## config.mk

```make
export PLATFORM = sky130hd
export DESIGN_NAME = deskew_release_buffer
export DESIGN_NICKNAME = d
export VERILOG_FILES = /design/src/rtl/dsk_pkg.sv /design/src/rtl/dsk_lane_fifo.sv /design/src/rtl/dsk_lane.sv /design/src/rtl/dsk_release_ctrl.sv /design/src/rtl/deskew_release_buffer.sv
export SDC_FILE = /design/constraint.sdc
export NUM_CORES = 1
export LEC_CHECK = 0
export ABC_AREA = 0
export CORE_MARGIN = 2
export CORE_UTILIZATION = 24
export DETAILED_ROUTE_END_ITERATION = 8
export PLACE_DENSITY = 0.43
export SLEW_MARGIN = 5
export SYNTH_ARGS = -nofsm -noshare
export SYNTH_HDL_FRONTEND = slang
export SYNTH_SLANG_ARGS = --single-unit
```

## constraint.sdc

```tcl
create_clock -name clk -period 6.15 [get_ports clk]
set_clock_uncertainty 0.05 [all_clocks]
set_input_delay 1.23 -clock clk [delete_from_list [all_inputs] [get_ports clk]]
set_output_delay 1.23 -clock clk [all_outputs]
set_load 0.02 [all_outputs]
```

## src/rtl/dsk_pkg.sv

```systemverilog
package dsk_pkg;

  typedef enum logic [1:0] {
    RS_WAIT  = 2'd0,
    RS_COUNT = 2'd1,
    RS_RUN   = 2'd2
  } rel_state_e;

  // Next pointer position in a ring of the given depth.
  function automatic int unsigned wrap_inc(input int unsigned p, input int unsigned depth);
    if (p + 1 >= depth) return 0;
    return p + 1;
  endfunction

  // Occupancy after one cycle with the given write and read strobes.
  function automatic int unsigned occ_next(input int unsigned occ, input logic wr, input logic rd);
    int unsigned n;
    n = occ;
    if (wr && !rd) n = occ + 1;
    else if (rd && !wr && occ != 0) n = occ - 1;
    return n;
  endfunction

endpackage

```

## src/rtl/dsk_lane_fifo.sv

```systemverilog
module dsk_lane_fifo
  import dsk_pkg::*;
#(
  parameter int OCT_W = 8,
  parameter int DEPTH = 8
) (
  input  logic             clk,
  input  logic             rst_n,
  input  logic             wr_req,
  input  logic             rd_en,
  input  logic [OCT_W-1:0] wr_data,
  output logic [OCT_W-1:0] rd_data,
  output logic             nonempty,
  output logic             ovf_hit
);
  localparam int PTR_W = (DEPTH > 1) ? $clog2(DEPTH) : 1;
  localparam int CNT_W = $clog2(DEPTH + 1);

  logic [OCT_W-1:0] mem [DEPTH];
  logic [PTR_W-1:0] wr_ptr, rd_ptr;
  logic [CNT_W-1:0] occ;
  logic             full, do_wr, do_rd;

  assign nonempty = (occ != '0);
  assign full     = (occ == CNT_W'(DEPTH));
  assign do_rd    = rd_en && nonempty;
  assign do_wr    = wr_req && (!full || do_rd);
  assign ovf_hit  = wr_req && full && !do_rd;
  assign rd_data  = mem[rd_ptr];

  always_ff @(posedge clk) begin
    if (do_wr) mem[wr_ptr] <= wr_data;
  end

  always_ff @(posedge clk or negedge rst_n) begin
    if (!rst_n) begin
      wr_ptr <= '0;
      rd_ptr <= '0;
      occ    <= '0;
    end else begin
      if (do_wr) wr_ptr <= PTR_W'(wrap_inc(32'(wr_ptr), DEPTH));
      if (do_rd) rd_ptr <= PTR_W'(wrap_inc(32'(rd_ptr), DEPTH));
      occ <= CNT_W'(occ_next(32'(occ), do_wr, do_rd));
    end
  end
endmodule

```

## src/rtl/dsk_lane.sv

```systemverilog
module dsk_lane #(
  parameter int OCT_W = 8,
  parameter int DEPTH = 8
) (
  input  logic             clk,
  input  logic             rst_n,
  input  logic             lane_on,
  input  logic             in_valid,
  input  logic             in_start,
  input  logic [OCT_W-1:0] in_data,
  input  logic             rd_en,
  output logic             armed,
  output logic [OCT_W-1:0] rd_data,
  output logic             nonempty,
  output logic             ovf_hit
);
  logic armed_q, wr_req, marker_seen;

  assign marker_seen = lane_on && in_valid && in_start;
  assign wr_req      = lane_on && in_valid && (armed_q || in_start);
  assign armed       = armed_q;

  always_ff @(posedge clk or negedge rst_n) begin
    if (!rst_n) armed_q <= 1'b0;
    else if (marker_seen) armed_q <= 1'b1;
  end

  dsk_lane_fifo #(.OCT_W(OCT_W), .DEPTH(DEPTH)) u_fifo (
    .clk      (clk),
    .rst_n    (rst_n),
    .wr_req   (wr_req),
    .rd_en    (rd_en),
    .wr_data  (in_data),
    .rd_data  (rd_data),
    .nonempty (nonempty),
    .ovf_hit  (ovf_hit)
  );
endmodule

```

## src/rtl/dsk_release_ctrl.sv

```systemverilog
module dsk_release_ctrl
  import dsk_pkg::*;
#(
  parameter int RBD_W = 3
) (
  input  logic             clk,
  input  logic             rst_n,
  input  logic             group_armed,
  input  logic             group_has_data,
  input  logic             lmfc_edge,
  input  logic [RBD_W-1:0] rbd,
  output logic             fire,
  output logic             waiting,
  output logic             running,
  output logic             rd_en
);
  rel_state_e       st;
  logic [RBD_W-1:0] cnt;
  logic             qual_edge;

  assign waiting   = (st == RS_WAIT);
  assign running   = (st == RS_RUN);
  assign qual_edge = waiting && group_armed && lmfc_edge;
  assign fire      = (qual_edge && rbd == '0) || (st == RS_COUNT && cnt == RBD_W'(1));
  assign rd_en     = (fire || running) && group_has_data;

  always_ff @(posedge clk or negedge rst_n) begin
    if (!rst_n) begin
      st  <= RS_WAIT;
      cnt <= '0;
    end else begin
      case (st)
        RS_WAIT: if (qual_edge) begin
          cnt <= rbd;
          st  <= (rbd == '0) ? RS_RUN : RS_COUNT;
        end
        RS_COUNT: begin
          cnt <= cnt - RBD_W'(1);
          if (fire) st <= RS_RUN;
        end
        RS_RUN:  st <= RS_RUN;
        default: st <= RS_WAIT;
      endcase
    end
  end
endmodule

```

## src/rtl/deskew_release_buffer.sv

```systemverilog
module deskew_release_buffer #(
  parameter int LANES = 4,
  parameter int OCT_W = 8,
  parameter int F_OCT = 2,
  parameter int K_FRM = 4,
  localparam int MF_LEN = F_OCT * K_FRM,
  localparam int RBD_W  = (MF_LEN > 1) ? $clog2(MF_LEN) : 1,
  localparam int DW     = LANES * OCT_W
) (
  input  logic             clk,
  input  logic             rst_n,
  input  logic [LANES-1:0] lane_en,
  input  logic [LANES-1:0] in_valid,
  input  logic [LANES-1:0] in_start,
  input  logic [DW-1:0]    in_data,
  input  logic             lmfc_edge,
  input  logic [RBD_W-1:0] rbd,
  output logic [DW-1:0]    out_data,
  output logic             out_valid,
  output logic             ovf_err
);
  logic [LANES-1:0] armed_v, nonempty_v, ovf_v, lane_rd;
  logic [OCT_W-1:0] rd_v [LANES];
  logic             group_armed, group_has_data;
  logic             fire, waiting, running, rd_en;

  // Disabled lanes count as ready and as holding data.
  assign group_armed    = (&(armed_v | ~lane_en)) && (|lane_en);
  assign group_has_data = &(nonempty_v | ~lane_en);
  assign lane_rd        = {LANES{rd_en}} & lane_en;

  for (genvar l = 0; l < LANES; l++) begin : g_lane
    dsk_lane #(.OCT_W(OCT_W), .DEPTH(MF_LEN)) u_lane (
      .clk      (clk),
      .rst_n    (rst_n),
      .lane_on  (lane_en[l]),
      .in_valid (in_valid[l]),
      .in_start (in_start[l]),
      .in_data  (in_data[l*OCT_W +: OCT_W]),
      .rd_en    (lane_rd[l]),
      .armed    (armed_v[l]),
      .rd_data  (rd_v[l]),
      .nonempty (nonempty_v[l]),
      .ovf_hit  (ovf_v[l])
    );
  end

  dsk_release_ctrl #(.RBD_W(RBD_W)) u_ctrl (
    .clk            (clk),
    .rst_n          (rst_n),
    .group_armed    (group_armed),
    .group_has_data (group_has_data),
    .lmfc_edge      (lmfc_edge),
    .rbd            (rbd),
    .fire           (fire),
    .waiting        (waiting),
    .running        (running),
    .rd_en          (rd_en)
  );

  always_ff @(posedge clk or negedge rst_n) begin
    if (!rst_n) begin
      out_data  <= '0;
      out_valid <= 1'b0;
      ovf_err   <= 1'b0;
    end else begin
      out_valid <= rd_en;
      ovf_err   <= ovf_err | (|(ovf_v & lane_en));
      if (rd_en) begin
        for (int l = 0; l < LANES; l++) begin
          out_data[l*OCT_W +: OCT_W] <= lane_en[l] ? rd_v[l] : '0;
        end
      end
    end
  end
endmodule

```

==> results_dict.tcl <==
set metrics [dict create \
    status "complete, no violations" \
    fmax_mhz 239 \
    postCtsSetupRepairBufs 0 \
    synthXorXnorAreaFrac 0.00990 \
    p_sw_mw 2.37 \
    grt_pass1_wl_mm 49.2 \
    port_buffers 83 \
    die_area_sq_um 60900 \
    p_int_mw 5.32 \
    dp_hpwl_mm 21.0 \
    ir_drop_v 0.000174 \
    post_cts_resized 0 \
    pwr-share-clk 0.310 \
    hold_violations 0 \
    hold_class "reg -> reg" \
    grt_pass1_vias 8053 \
    dp_slack_ns 1.41 \
    whs_ns 0.428 \
    cts.sink_count 339 \
    crit_required_ns 6.56 \
    fin_crit_sh 0.680 \
    slowest_delay_ns 0.67 \
    slowest_stage "clkdlybuf4s50_1" \
    synthSimpleGateAreaFrac 0.0643 \
    synth_edf_count 256 \
    numCtsBuffers 40 \
    yosysSeqAreaShare 0.690 \
    drv_cap 0 \
    fin_crit_ns 4.18 \
    cts.path.max_buffers 3 \
    ioPinCount 84 \
    drtIter0Drc 577 \
    arrival_ns 4.59 \
    synth_seq_cells 339 \
    leakagePower_nw 5.92 \
    grt_max_degree 50 \
    routed_wl_mm 32.1 \
    firstDrtPassIters 4 \
    grt.total_usage 0.108 \
    fill_cells 5731 \
    antenna_found_initial 1 \
    worst-path-max-fanout 9 \
    gr-total-overflow 0 \
    synth_compound_area_frac 0.0562 \
    r2r_start "u_ctrl.st[1]" \
    crit_start "lane_en[3]" \
    clk_pin_slew_worst_paths_ns 0.06 \
    vias 7623 \
    cp_num_buf_inv 3 \
    endpoint_kind "flop" \
    clock-root-buffer "clkbuf_16" \
    comb_power_share 0.272 \
    synthesis.area_sq_um 14200 \
    start_util 0.241 \
    wl_per_cell_microns 18.0 \
    swShare 0.308 \
    async_flop_share 0.245 \
    fp-row-count 89 \
    p_seq_frac 0.418 \
    clock_latency_ns 0.55 \
    area_growth_pct 23.2 \
    setup_ws_ns 1.97 \
    syn_avg_cell_area_sq_um 16.7 \
    synth_mux_area_frac 0.138 \
    yosysTopAreaCellShare 0.543 \
    synthTopCellsByArea "edfxtp_1 54%, dfrtp_1 15%, mux4_2 10%, mux2i_1 2.1%, nand2_1 2.0%" \
    die_h_microns 247 \
    place_congestion 0.717 \
    slew_headroom 0.248 \
    drcViolationCount 0 \
    crit_type "in -> reg" \
    tightestPinTransition_ns 1.12 \
    final_max_slew_viol_count 0 \
    layout-drive-gt1-share 0.203 \
    die_w_microns 247 \
    ant_nets 0 \
    postCtsHoldBufs 0 \
    synth-warning-count 0 \
    grt_setup_unrepaired "false" \
    synthFlopType "edfxtp_1" \
    cts_tree "done" \
    hp-start "out_data[28]" \
    nNetsFinal 1047 \
    start_kind "input port" \
    cpLargestDelayFamily "buffers and inverters" \
    synth_area_leader_cell "edfxtp_1" \
    h-tree-depth 2 \
    vias_per_cell 4.29 \
    synth_nets 925 \
    synthCells 849 \
    yosysUniqueCellTypes 60 \
    cpMostUsedCell "a21o_1" \
    synth-adder-area-share 0.0251 \
    synth_top_family_by_area "multiplexers" \
    path_cells "clkdlybuf4s50_1 > clkinv_1 > o221ai_2 > o31ai_4 > buf_4 > nand2_1 > nand3_1 > ha_1 > a21o_1 > a21o_1 > nand2b_1 > mux2_2 > mux2i_1" \
    finalSetupViolCount 0 \
    core_sq_um 58700 \
    setup_tns_ns 0 \
    power_density_nw_per_um2 441 \
]
==> stage by stage <==
step,total power [mW],instance area (sq um),std cells,util
3_3_place_gp,5.42,16100,1702,0.274
2_1_floorplan,4.66,14200,849,-
4_1_cts,7.86,17400,1775,0.297
3_5_place_dp,5.43,16100,1702,0.274
5_1_grt,8.17,17400,1775,0.297
6_report,7.69,17400,1778,0.297
==> Yosys cell counts (4+ instances only) <==
library cell    n
dfrtp_1        83
nor4_1          7
xor2_1          5
mux2_2         18
mux4_2         64
mux2i_1        29
clkbuf_1       17
o21ai_1         4
inv_1          12
o31ai_1        27
nor2_1         19
clkinv_1        4
buf_2          16
ha_1           22
o21ai_0        19
o211ai_1        5
edfxtp_1      256
and3_1          5
buf_1           5
xnor2_1        11
nand3_1        25
nor3_1         17
a21o_1          5
a21oi_1        27
nand2_1        76
fa_1            4
nand2b_1       15
==> routing by layer <==
| layer | wire (microns) | share of wire | track usage |
|---|---|---|---|
| met5 | 0 | 0 | 0 |
| met4 | 711 | 0.022 | 0.0345 |
| met3 | 1560 | 0.049 | 0.0234 |
| met2 | 15100 | 0.47 | 0.172 |
| met1 | 14700 | 0.46 | 0.145 |
==> flip-flops by register name, summed over array words and instances (netlist names) <==
name,flops
out_data,32
g_lane.u_lane.u_fifo.wr_ptr,12
ovf_err,1
out_valid,1
u_ctrl.st,2
g_lane.u_lane.armed,4
u_ctrl.cnt,3
g_lane.u_lane.u_fifo.occ,16
g_lane.u_lane.u_fifo.mem,256
g_lane.u_lane.u_fifo.rd_ptr,12
==> worst reg2reg max path, stage by stage (launching register included) <==
cell and delay (ns):
dfrtp_1 0.37, inv_1 0.08, ha_1 0.31, a31oi_1 0.46
o31ai_4 0.22, buf_4 0.22, nand2_1 0.16, nand3_1 0.17
ha_1 0.31, a21o_1 0.18, a21o_1 0.18, nand2b_1 0.15
mux2_2 0.29, mux2i_1 0.13
==> power by group through the flow <==
stage               combinational [mW]  sequential (mW)  clock, mW
floorplan                         1.53             3.13          0
global placement                  2.15             3.28          0
detailed placement                2.15             3.28          0
CTS                               2.16             3.24       2.47
global route                      2.33             3.28       2.56
finish                            2.09             3.22       2.38
==> layout by cell type, fill, tap and decap left out, types with 8 or more instances in the layout <==
master,count
edfxtp_1,256
dfrtp_1,83
clkdlybuf4s50_1,82
nand2_1,76
mux4_2,64
clkbuf_16,41
buf_4,37
mux2i_1,29
a21oi_1,27
o31ai_1,27
nand3_1,24
ha_1,22
o21ai_0,19
nor2_1,19
mux2_2,18
nor3_1,17
nand2b_1,15
inv_1,12
xnor2_1,11
clkbuf_8,8
clkbuf_1,8
==> cell families (layout without fill, tap and decap cells) <==
kind of cell / Yosys count / count (layout)
fa+ha+maj: 26 / 26
buf+inv: 55 / 208
flops: 339 / 339
xor+xnor: 16 / 16
compound gates: 114 / 114
mux: 113 / 113
simple gates: 186 / 186
other cells: 0 / 3
==> path summary, 6_finish.rpt <==
kind                                                endpoint  slack [ns]  cells after the start
max in group asynchronous  g_lane[2].u_lane.u_fifo.rd_ptr[2]        4.39                      2
min                                             out_data[28]        0.43                      2
min reg2reg                                     out_data[28]        0.43                      2
max                           g_lane[3].u_lane.u_fifo.occ[3]        1.97                     13
max reg2reg                   g_lane[3].u_lane.u_fifo.occ[3]        2.79                     13
min in group asynchronous                       out_data[16]        0.68                      1
==> layout make-up <==
type / count / area (sq um) / share of cell area
sequential: 339 / 9760 / 0.560
multi-input combinational: 455 / 4210 / 0.241
clock buffer: 57 / 1170 / 0.0669
timing repair buffer: 119 / 1100 / 0.0630
tap: 773 / 967 / 0.0555
clock inverter: 16 / 169 / 0.00969
inverter: 16 / 60.1 / 0.00344
antenna: 3 / 7.51 / 0.000430
(Power assumes the default switching activity.)
